File: src/rtl/dma_ord_pkg.sv
package dma_ord_pkg;
  localparam int TAG_W     = 5;
  localparam int NUM_TAGS  = 1 << TAG_W;
  localparam int SIZE_W    = 15;
  localparam int SIZE_MAX  = 16384;
  localparam int SIZE_GRAN = 16;

  typedef struct packed {
    logic              qbar;
    logic              dir;
    logic [TAG_W-1:0]  tag;
    logic [SIZE_W-1:0] size;
    logic              fence;
    logic              barrier;
  } cmd_t;
endpackage

File: src/rtl/dma_ord_queue.sv
// Age-ordered store: slot 0 is oldest; removal compacts younger slots down.
module dma_ord_queue import dma_ord_pkg::*; #(
  parameter  int DEPTH  = 16,
  localparam int IDX_W  = $clog2(DEPTH),
  localparam int QCNT_W = $clog2(DEPTH + 1)
) (
  input  logic              clk_i,
  input  logic              rst_ni,
  input  logic              push_i,
  input  cmd_t              push_cmd_i,
  input  logic              pop_i,
  input  logic [IDX_W-1:0]  pop_idx_i,
  output cmd_t              ent_o [DEPTH],
  output logic [QCNT_W-1:0] count_o,
  output logic              full_o
);
  cmd_t              ent_q [DEPTH];
  cmd_t              ent_d [DEPTH];
  logic [QCNT_W-1:0] count_q;
  logic [QCNT_W-1:0] base;

  assign base = count_q - QCNT_W'(pop_i);

  for (genvar i = 0; i < DEPTH; i++) begin : g_slot
    cmd_t src;
    if (i < DEPTH - 1) begin : g_shift
      assign src = ent_q[i+1];
    end else begin : g_last
      assign src = '0;
    end
    always_comb begin
      ent_d[i] = ent_q[i];
      if (pop_i && (IDX_W'(i) >= pop_idx_i)) ent_d[i] = src;
      if (push_i && (base == QCNT_W'(i)))    ent_d[i] = push_cmd_i;
    end
  end

  always_ff @(posedge clk_i or negedge rst_ni) begin
    if (!rst_ni) begin
      count_q <= '0;
      for (int i = 0; i < DEPTH; i++) ent_q[i] <= '0;
    end else begin
      count_q <= count_q - QCNT_W'(pop_i) + QCNT_W'(push_i);
      ent_q   <= ent_d;
    end
  end

  assign ent_o   = ent_q;
  assign count_o = count_q;
  assign full_o  = (count_q == QCNT_W'(DEPTH));

  assert_no_overflow_R1: assert property (@(posedge clk_i) disable iff (!rst_ni)
    (push_i && !pop_i) |-> !full_o);
  assert_count_bound_R1: assert property (@(posedge clk_i) disable iff (!rst_ni)
    count_q <= QCNT_W'(DEPTH));
  assert_pop_live_R3: assert property (@(posedge clk_i) disable iff (!rst_ni)
    pop_i |-> (QCNT_W'(pop_idx_i) < count_q));
endmodule

File: src/rtl/dma_ord_select.sv
// Eligibility per slot and oldest-first pick; drain marker retire at head.
module dma_ord_select import dma_ord_pkg::*; #(
  parameter  int DEPTH  = 16,
  localparam int IDX_W  = $clog2(DEPTH),
  localparam int QCNT_W = $clog2(DEPTH + 1)
) (
  input  logic                clk_i,
  input  logic                rst_ni,
  input  cmd_t                ent_i [DEPTH],
  input  logic [QCNT_W-1:0]   count_i,
  input  logic [NUM_TAGS-1:0] fly_zero_i,
  output logic                valid_o,
  output logic [IDX_W-1:0]    idx_o,
  output logic                retire_o
);
  logic [DEPTH-1:0] elig;

  for (genvar i = 0; i < DEPTH; i++) begin : g_elig
    logic qb_old, bar_old, tag_old, live, ordered;
    always_comb begin
      qb_old  = 1'b0;
      bar_old = 1'b0;
      tag_old = 1'b0;
      for (int j = 0; j < i; j++) begin
        if (ent_i[j].qbar) qb_old = 1'b1;
        else if (ent_i[j].tag == ent_i[i].tag) begin
          tag_old = 1'b1;
          if (ent_i[j].barrier) bar_old = 1'b1;
        end
      end
    end
    assign live    = QCNT_W'(i) < count_i;
    assign ordered = ent_i[i].fence || ent_i[i].barrier;
    assign elig[i] = live && !ent_i[i].qbar && !qb_old && !bar_old &&
                     (!ordered || (!tag_old && fly_zero_i[ent_i[i].tag]));
  end

  always_comb begin
    idx_o = '0;
    for (int i = DEPTH - 1; i >= 0; i--) if (elig[i]) idx_o = IDX_W'(i);
  end
  assign valid_o  = |elig;
  assign retire_o = (count_i != '0) && ent_i[0].qbar && (&fly_zero_i);

  assert_qbar_exclusive_R7: assert property (@(posedge clk_i) disable iff (!rst_ni)
    retire_o |-> !valid_o);
endmodule

File: src/rtl/dma_ord_tags.sv
// Per-group outstanding (enqueue..completion) and in-flight (issue..completion) counts.
module dma_ord_tags import dma_ord_pkg::*; #(
  parameter int OUT_W = 6
) (
  input  logic                clk_i,
  input  logic                rst_ni,
  input  logic                enq_inc_i,
  input  logic [TAG_W-1:0]    enq_tag_i,
  input  logic                iss_inc_i,
  input  logic [TAG_W-1:0]    iss_tag_i,
  input  logic                cpl_valid_i,
  input  logic [TAG_W-1:0]    cpl_tag_i,
  output logic [NUM_TAGS-1:0] busy_o,
  output logic [NUM_TAGS-1:0] fly_zero_o,
  output logic [NUM_TAGS-1:0] sat_o,
  output logic                cpl_bad_o
);
  logic [NUM_TAGS-1:0] fz;

  for (genvar g = 0; g < NUM_TAGS; g++) begin : g_tag
    logic [OUT_W-1:0] out_q, fly_q;
    logic hit_enq, hit_iss, hit_cpl;
    assign hit_enq = enq_inc_i && (enq_tag_i == TAG_W'(g));
    assign hit_iss = iss_inc_i && (iss_tag_i == TAG_W'(g));
    assign hit_cpl = cpl_valid_i && (cpl_tag_i == TAG_W'(g)) && (fly_q != '0);
    always_ff @(posedge clk_i or negedge rst_ni) begin
      if (!rst_ni) begin
        out_q <= '0;
        fly_q <= '0;
      end else begin
        out_q <= out_q + OUT_W'(hit_enq) - OUT_W'(hit_cpl);
        fly_q <= fly_q + OUT_W'(hit_iss) - OUT_W'(hit_cpl);
      end
    end
    assign fz[g]     = (fly_q == '0);
    assign busy_o[g] = (out_q != '0);
    assign sat_o[g]  = &out_q;

    assert_fly_within_out_R9: assert property (@(posedge clk_i) disable iff (!rst_ni)
      fly_q <= out_q);
  end

  assign fly_zero_o = fz;
  assign cpl_bad_o  = cpl_valid_i && fz[cpl_tag_i];
endmodule

File: src/rtl/dma_cmd_order.sv
module dma_cmd_order import dma_ord_pkg::*; #(
  parameter int DEPTH = 16,
  parameter int OUT_W = 6
) (
  input  logic                clk_i,
  input  logic                rst_ni,
  input  logic                enq_valid_i,
  output logic                enq_ready_o,
  input  logic                enq_qbar_i,
  input  logic                enq_dir_i,
  input  logic [TAG_W-1:0]    enq_tag_i,
  input  logic [SIZE_W-1:0]   enq_size_i,
  input  logic                enq_fence_i,
  input  logic                enq_barrier_i,
  output logic                iss_valid_o,
  input  logic                iss_ready_i,
  output logic                iss_dir_o,
  output logic [TAG_W-1:0]    iss_tag_o,
  output logic [SIZE_W-1:0]   iss_size_o,
  input  logic                cpl_valid_i,
  input  logic [TAG_W-1:0]    cpl_tag_i,
  output logic [NUM_TAGS-1:0] tag_busy_o,
  output logic                size_err_o,
  output logic                cpl_err_o
);
  localparam int IDX_W  = $clog2(DEPTH);
  localparam int QCNT_W = $clog2(DEPTH + 1);
  localparam int GRAN_W = $clog2(SIZE_GRAN);

  cmd_t                ent [DEPTH];
  cmd_t                new_cmd;
  logic [QCNT_W-1:0]   count;
  logic                full, size_ok, enq_fire, push, enq_inc;
  logic                iss_fire, retire, pop, cpl_bad;
  logic [IDX_W-1:0]    sel_idx, pop_idx;
  logic [NUM_TAGS-1:0] fly_zero, sat;
  logic                size_err_q, cpl_err_q;

  assign size_ok = (enq_size_i[GRAN_W-1:0] == '0) && (enq_size_i != '0) &&
                   (enq_size_i <= SIZE_W'(SIZE_MAX));
  assign enq_ready_o = !full && (enq_qbar_i || !sat[enq_tag_i]);
  assign enq_fire    = enq_valid_i && enq_ready_o;
  assign push        = enq_fire && (enq_qbar_i || size_ok);
  assign enq_inc     = push && !enq_qbar_i;

  assign new_cmd = '{qbar: enq_qbar_i, dir: enq_dir_i, tag: enq_tag_i, size: enq_size_i,
                     fence: enq_fence_i, barrier: enq_barrier_i};

  assign iss_fire = iss_valid_o && iss_ready_i;
  assign pop      = iss_fire || retire;
  assign pop_idx  = retire ? '0 : sel_idx;

  dma_ord_queue #(.DEPTH(DEPTH)) u_queue (
    .clk_i      (clk_i),
    .rst_ni     (rst_ni),
    .push_i     (push),
    .push_cmd_i (new_cmd),
    .pop_i      (pop),
    .pop_idx_i  (pop_idx),
    .ent_o      (ent),
    .count_o    (count),
    .full_o     (full)
  );

  dma_ord_select #(.DEPTH(DEPTH)) u_select (
    .clk_i      (clk_i),
    .rst_ni     (rst_ni),
    .ent_i      (ent),
    .count_i    (count),
    .fly_zero_i (fly_zero),
    .valid_o    (iss_valid_o),
    .idx_o      (sel_idx),
    .retire_o   (retire)
  );

  dma_ord_tags #(.OUT_W(OUT_W)) u_tags (
    .clk_i       (clk_i),
    .rst_ni      (rst_ni),
    .enq_inc_i   (enq_inc),
    .enq_tag_i   (enq_tag_i),
    .iss_inc_i   (iss_fire),
    .iss_tag_i   (iss_tag_o),
    .cpl_valid_i (cpl_valid_i),
    .cpl_tag_i   (cpl_tag_i),
    .busy_o      (tag_busy_o),
    .fly_zero_o  (fly_zero),
    .sat_o       (sat),
    .cpl_bad_o   (cpl_bad)
  );

  assign iss_dir_o  = ent[sel_idx].dir;
  assign iss_tag_o  = ent[sel_idx].tag;
  assign iss_size_o = ent[sel_idx].size;

  always_ff @(posedge clk_i or negedge rst_ni) begin
    if (!rst_ni) begin
      size_err_q <= 1'b0;
      cpl_err_q  <= 1'b0;
    end else begin
      if (enq_fire && !enq_qbar_i && !size_ok) size_err_q <= 1'b1;
      if (cpl_bad) cpl_err_q <= 1'b1;
    end
  end
  assign size_err_o = size_err_q;
  assign cpl_err_o  = cpl_err_q;

  assert_hold_valid_R8: assert property (@(posedge clk_i) disable iff (!rst_ni)
    (iss_valid_o && !iss_ready_i) |=> iss_valid_o);
  assert_fence_clear_R5: assert property (@(posedge clk_i) disable iff (!rst_ni)
    (iss_fire && (ent[sel_idx].fence || ent[sel_idx].barrier)) |-> fly_zero[iss_tag_o]);
  assert_busy_on_offer_R9: assert property (@(posedge clk_i) disable iff (!rst_ni)
    iss_valid_o |-> tag_busy_o[iss_tag_o]);
  assert_legal_offer_R2: assert property (@(posedge clk_i) disable iff (!rst_ni)
    iss_valid_o |-> ((iss_size_o[GRAN_W-1:0] == '0) && (iss_size_o != '0) &&
                     (iss_size_o <= SIZE_W'(SIZE_MAX))));
  assert_size_sticky_R2: assert property (@(posedge clk_i) disable iff (!rst_ni)
    size_err_o |=> size_err_o);
  assert_cpl_sticky_R10: assert property (@(posedge clk_i) disable iff (!rst_ni)
    cpl_err_o |=> cpl_err_o);
endmodule

File: config.mk
export PLATFORM = sky130hd
export DESIGN_NAME = dma_cmd_order
export DESIGN_NICKNAME = d
export VERILOG_FILES = /design/src/rtl/dma_ord_pkg.sv /design/src/rtl/dma_ord_queue.sv /design/src/rtl/dma_ord_select.sv /design/src/rtl/dma_ord_tags.sv /design/src/rtl/dma_cmd_order.sv
export SDC_FILE = /design/constraint.sdc
export NUM_CORES = 2
export LEC_CHECK = 0
export CORE_UTILIZATION = 46
export DETAILED_ROUTE_END_ITERATION = 10
export SYNTH_ARGS = -nofsm -noshare
export SYNTH_HDL_FRONTEND = slang
export SYNTH_HIERARCHICAL = 1
export SYNTH_SLANG_ARGS = --single-unit
File: constraint.sdc
create_clock -name clk_i -period 7.4 [get_ports clk_i]
set_input_delay 1.85 -clock clk_i [delete_from_list [all_inputs] [get_ports clk_i]]
set_output_delay 1.85 -clock clk_i [all_outputs]
set_load 0.05 [all_outputs]
# After elaboration in Yosys (flattened, before gate mapping)
# Index checks and enable logic that the tools add are counted.
# op_classes
add_sub_neg,130
magnitude_cmp,52
n_eq_ne,229
mux,689
bitwise,1
reduce_logical,518
# op_table
cell,count
24-bit two-way mux,32
1-bit two-way mux,619
5-bit equality test,120
6-bit by 1-bit adder with 6-bit output,64
6-bit nonzero test,64
6-bit by 1-bit subtractor with 6-bit output,64
1-bit logical AND,249
"5-bit equality test, second input constant",49
6-bit logical NOT,32
6-bit AND reduction,32
"5-bit by 4-bit equality test with 1-bit output, second input constant",32
"5-bit by 6-bit < comparator with 1-bit output, second input constant",18
24-bit binary-select mux with 4-bit select,1
1-bit binary-select mux with 5-bit select,18
1-bit logical NOT,81
"5-bit by 3-bit equality test with 1-bit output, second input constant",16
4-bit two-way mux,17
23-bit two-way mux,2
"5-bit by 2-bit equality test with 1-bit output, second input constant",8
"4-bit by 5-bit < comparator with 1-bit output, first input constant",8
1-bit logical OR,35
"4-bit >= comparator, first input constant",8
32-bit AND reduction,1
2-bit nonzero test,16
17 further kinds,33
# word_totals
ff_bits,775
in_bits,34
elab_cells,1782

# Longest topological paths before layout
# depth
word_depth,72
depth_mapped,32
depth_no_buf,28

# Cells and area by module
# Netlist, hierarchy kept.
# by_module_without_submodules
module,n_inst,cells_per_inst,area_each_um2
dma_ord_tags,1,2541,26217.6
dma_ord_queue,1,1342,19377.3
dma_ord_select,1,1737,13888.3
dma_cmd_order,1,195,3024.2

# Worst setup path before layout
# OpenSTA, ideal clock, no wires.
# synth_timing
path_type,register -> register
start,reg u_tags.g_tag[14].fly_q[4]
end,reg u_tags.g_tag[28].fly_q[4]
setup_time_ps,80
arrival_time_ps,6768
t_required_ps,7320
path_slack_ps,552
path_stages_with_launch,28
path_buffers,4
period_less_slack_ps,6848
cell_sequence,dfrtp_1 > inv_1 > ha_1 > nor4bb_1 > clkbuf_1 > mux4_2 > nor4_1 > a311oi_1 > o311ai_0 > o32a_1 > or2_2 > a21oi_1 > nor3_1 > o31ai_1 > buf_6 > buf_2 > mux4_2 > mux4_2 > or2_2 > clkbuf_1 > o21ai_0 > nand2_1 > ha_1 > fa_1 > a21oi_1 > nor2_1 > nor2_1 > xnor2_1
# synth_between
elab_chain_len,30
# synth_rtl
element,line,source
start: declaration,dma_ord_tags.sv:21,"logic [OUT_W-1:0] out_q, fly_q;"
start signal: assignment,dma_ord_tags.sv:32,fly_q <= fly_q + OUT_W'(hit_iss) - OUT_W'(hit_cpl);
6-bit logical NOT *,dma_ord_tags.sv:35,assign fz[g] = (fly_q == '0);
via fly_zero[14],dma_cmd_order.sv:36,"logic [NUM_TAGS-1:0] fly_zero, sat;"
1-bit binary-select mux with 5-bit select,dma_ord_select.sv:35,(!ordered || (!tag_old && fly_zero_i[ent_i[i].tag]));
1-bit two-way mux (implied by the code),dma_ord_select.sv:35,
1-bit logical AND,dma_ord_select.sv:35,
1-bit logical OR,dma_ord_select.sv:35,
1-bit logical AND,dma_ord_select.sv:34,assign elig[i] = live && !ent_i[i].qbar && !qb_old && !bar_old &&
4-bit two-way mux (15 in series),dma_ord_select.sv:40,for (int i = DEPTH - 1; i >= 0; i--) if (elig[i]) idx_o = IDX_W'(i);
[... 1 more ...],n/a,
via sel_idx[0],dma_cmd_order.sv:35,"logic [IDX_W-1:0] sel_idx, pop_idx;"
4-bit NOT with 5-bit output (implied by the code) *,dma_cmd_order.sv:92,assign iss_tag_o = ent[sel_idx].tag;
24-bit binary-select mux with 4-bit select *,dma_cmd_order.sv:92,
23-bit two-way mux * (2 in series),n/a,
via iss_tag_o[1],dma_cmd_order.sv:18,"output logic [TAG_W-1:0] iss_tag_o,"
5-bit equality test *,dma_ord_tags.sv:24,assign hit_iss = iss_inc_i && (iss_tag_i == TAG_W'(g));
1-bit logical AND *,dma_ord_tags.sv:24,
6-bit by 1-bit adder with 6-bit output *,dma_ord_tags.sv:32,
6-bit by 1-bit subtractor with 6-bit output *,dma_ord_tags.sv:32,
end signal: assignment,dma_ord_tags.sv:32,
end: declaration,dma_ord_tags.sv:21,
# The timed path passes the listed nets; every way through them passes the cells marked *. The select of a mux whose other input is x is not followed.
# A chain may end at the register's enable or synchronous reset.

# Worst setup path in the final report
# layout_timing
start,reg u_tags.g_tag[14].fly_q[2]
end,out iss_tag_o[3]
# layout_between
elab_chain_len,26
# layout_rtl
element,line
6-bit logical NOT *,dma_ord_tags.sv:35
via fly_zero[14],dma_cmd_order.sv:36
1-bit binary-select mux with 5-bit select,dma_ord_select.sv:35
1-bit two-way mux (implied by the code),dma_ord_select.sv:35
1-bit logical AND,dma_ord_select.sv:35
1-bit logical OR,dma_ord_select.sv:35
1-bit logical AND,dma_ord_select.sv:34
4-bit two-way mux (15 in series),dma_ord_select.sv:40
4-bit two-way mux *,dma_ord_select.sv:40
via sel_idx[0],dma_cmd_order.sv:35
4-bit NOT with 5-bit output (implied by the code) *,dma_cmd_order.sv:92
24-bit binary-select mux with 4-bit select *,dma_cmd_order.sv:92
23-bit two-way mux * (2 in series),n/a
end: declaration,dma_cmd_order.sv:18
# Marked as above.

==> results_dict.tcl <==
set metrics [dict create \
    outcome "complete, but fails checks" \
    violated_checks "setup timing" \
    synthMuxAreaShare_pct 22.84 \
    num_rows 134 \
    worst_hold_path_type "register to register" \
    grt_max_degree 138 \
    initial_utilization_pct 46.60 \
    tritoncts_num_sinks 775 \
    cts_inserted_buffers 91 \
    max_clock_freq_ghz 0.1332 \
    synthSimpleGateAreaFrac_pct 9.516 \
    io_buffer_count 90 \
    fin_util_pct 53.45 \
    postSynthRegisterBits 775 \
    setup_ws_ns -0.1076 \
    setup.worst_path.start "u_tags/g_tag[14].fly_q[2]" \
    worst_ep_arrival_time_ns 5.66 \
    htree_num_levels 3 \
    critical-path-max-stage-delay_ns 0.55 \
    synth.area.top_cells "dfrtp_1 31%, mux2_2 12%, ha_1 10%" \
    die_area_um2 137400 \
    cp_cell_sequence "inv_2, ha_1, nor4bb_4, buf_4, buf_4, mux4_2, mux2i_1, mux2i_1, nand2_1, nand4_1, o2111ai_2, nand2b_1, a21oi_2, nor3_2, o31ai_4, buf_12, buf_6, mux4_2, mux4_2, buf_12, buf_12" \
    min-delay-start "cpl_err_o" \
    synthFlopType "dfrtp_1" \
    path_class "register to primary output" \
    synthXorXnorAreaFrac_pct 12.41 \
    yosysMostFrequentCell "dfrtp_1" \
    synthesis.area_um2 62510 \
    vias_per_cell 6.030 \
    layout_worst_path_cycle_share_pct 101.5 \
    synth_adder_area_share_pct 12.38 \
    crit_path_top_delay_cell "mux4_2" \
    r2r_start "u_tags/g_tag[14].fly_q[2]" \
    track_usage_pct 30.14 \
    detailed_place_hpwl_um 144700 \
    synth.top_cell.area_share_pct 31.03 \
    layout-drive-gt1-share_pct 27.22 \
    fillCellCount 11795 \
    synth_top_area_cell "dfrtp_1" \
    postSynthAreaPerCell_um2 10.75 \
    ys_seq_area_share_pct 31.03 \
    setup_total_negative_slack_ns -1.346 \
    clock_tree_from_tritoncts "done" \
    dieWidth_um 370.6 \
    number_of_distinct_library_cells_after_synthesis 96 \
    core_area_um2 134100 \
    synth_compound_area_share_pct 5.947 \
    clk_transition_reported_paths_ns 0.06 \
    ys_warn_count 6 \
    die_y_um 370.6 \
    power_leakage_nw 34.21 \
    grt_antenna_before_repair 1 \
    worstPathRequired_ns 5.55 \
    maxCapViolCount 0 \
    slew_viol_final 0 \
    post-route-drc-count 0 \
    placement.setup.worst_slack_ns 0.08524 \
    path_max_fanout 8 \
    fin_nets 6667 \
    cts.root.buffer_cell "clkbuf_16" \
    ys_async_sr_fraction_pct 100.0 \
    cts.path.max_buffers 3 \
    vdd_ir_drop_max_v 0.0002445 \
    gpl.final_weighted_congestion 0.9968 \
    layout_min_cycle_time_ns 7.508 \
    cp_startpoint_kind "register" \
    first_drt_iteration_drcs 4844 \
    finClkSkew_ns 0.06768 \
    main_combinational_cell_family_by_area_after_synthesis "multiplexers" \
    slew_headroom_pct 30.38 \
    grt_pass1_vias 48044 \
    post_synth_most_frequent_cells "775 x dfrtp_1, 692 x mux2_2, 516 x ha_1" \
    dr_total_vias 47615 \
    synth_edf_count 0 \
    setup_repair_after_global_routing_missed_its_margin "true" \
    first_pass_grt_wire_length_um 310600 \
    power_density_nw_per_um2 460.1 \
    wire_per_inst_um 26.39 \
    final_hold_viol_count 0 \
    floorplan.io_pins 91 \
    timing.final.setup_violations 19 \
    grt_overflow 0 \
    first_pass_iters 6 \
    routed_wl_um 208400 \
    end_kind "primary output" \
    synth_fp_nets 6429 \
    detail_route_antenna_nets 0 \
    tightest_slew_ns 1.036 \
    clock_insertion_delay_worst_skew_ns 0.72 \
    area_growth_pct 14.69 \
    synthesis.instances 5815 \
]
path summary, 6_finish.rpt:
| check | endpoint | slack (ns) | depth (start not counted) |
|---|---|---|---|
| setup / recovery | iss_tag_o[3] | -0.11 | 21 |
| hold / removal | cpl_err_o | 0.48 | 1 |
| setup reg to reg | u_tags/g_tag[7].fly_q[4] | 0.22 | 30 |
| hold reg to reg | cpl_err_o | 0.48 | 1 |
| max in group asynchronous | u_queue/ent_o[285] | 4.96 | 2 |
| min in group asynchronous | u_tags/g_tag[25].out_q[4] | 1.10 | 1 |
cell families after synthesis:
family | after synthesis
AOI/OAI and AO/OA | 584
xor gates and xnor gates | 884
adders and majority gates | 580
buffers and inverters | 847
DFF | 775
muxes | 1049
and+or+nand+nor | 1096
placed cells by master (no fill, tap or decap), drive strengths merged, types with 65 or more instances in the layout:
| cell type | count |
|---|---|
| xor2 | 448 |
| nand2 | 153 |
| a21o | 65 |
| a21oi | 218 |
| inv | 462 |
| clkbuf | 143 |
| nor3 | 170 |
| mux2i | 70 |
| xnor2 | 436 |
| o21bai | 67 |
| nand3 | 116 |
| buf | 464 |
| nand4 | 73 |
| mux2 | 754 |
| clkdlybuf4s50 | 66 |
| nor2 | 237 |
| o21ai | 83 |
| mux4 | 225 |
| ha | 516 |
| dfrtp | 775 |
stage by stage:
step / power (W) / hold slack (ns) / instance area, um^2 / instances
finish: 0.03298 / 0.4779 / 71690 / 7896
global route: 0.03520 / 0.4975 / 71690 / 7895
CTS: 0.03257 / 0.4781 / 71280 / 7866
detailed placement: 0.02704 / 0.4649 / 67450 / 7656
global placement: 0.02661 / 0.4730 / 67450 / 7656
floorplan: 0.02139 / 0.4707 / 62510 / 5815
per-layer routing:
metal	GRT usage (%)	share of wire [%]	vias up	routed length, um
li1	-	-	20926	-
met1	41.72	43	24008	89520
met2	45.72	44	2187	91270
met3	6.954	9.2	492	19090
met4	11.35	4.1	2	8494
met5	0	0.0058	-	12
critical path: cells and delay by family (launching register included):
kind	cells	cell delay, ns
AND/OR/NAND/NOR	5	0.79
multiplexers	5	1.79
buffers and inverters	7	1.08
flip-flops	1	0.36
AO/OA/AOI/OAI	3	0.70
adder cells (fa/ha/maj)	1	0.19
layout make-up:
| type | count | area (um^2) | share of cell area (%) |
|---|---|---|---|
| diodes | 1 | 2.502 | 0.003491 |
| clock buffers | 139 | 2668 | 3.721 |
| clock inverters | 28 | 306.5 | 0.4276 |
| inverters | 458 | 1719 | 2.398 |
| multi-input cells | 4193 | 40110 | 55.95 |
| flip-flops and latches | 775 | 19420 | 27.09 |
| well taps | 1768 | 2212 | 3.086 |
| repair buffers | 534 | 5254 | 7.328 |
state kept, by name (all words and copies together), names as in the netlist:
signal,flops
u_tags/g_tag.fly_q,192
u_tags/g_tag.out_q,192
cpl_err_o,1
u_queue/ent_o,384
size_err_o,1
u_queue/count_o,5
what timing repair did:
item | CTS | global route
hold buffers | 0 | 0
setup buffers | 39 | 26
resized for setup | 117 | 33
gates cloned | 5 | 4
endpoints found under the setup margin | 21 | 36
pin swaps | 28 | 23
power breakdown:
| part | switching [W] | internal, W | total, W |
|---|---|---|---|
| registers | 0.00153 | 0.00606 | 0.00758 |
| clock network | 0.00193 | 0.00257 | 0.00450 |
| logic | 0.0113 | 0.00958 | 0.0209 |
Power figures use the tool's default switching activity.
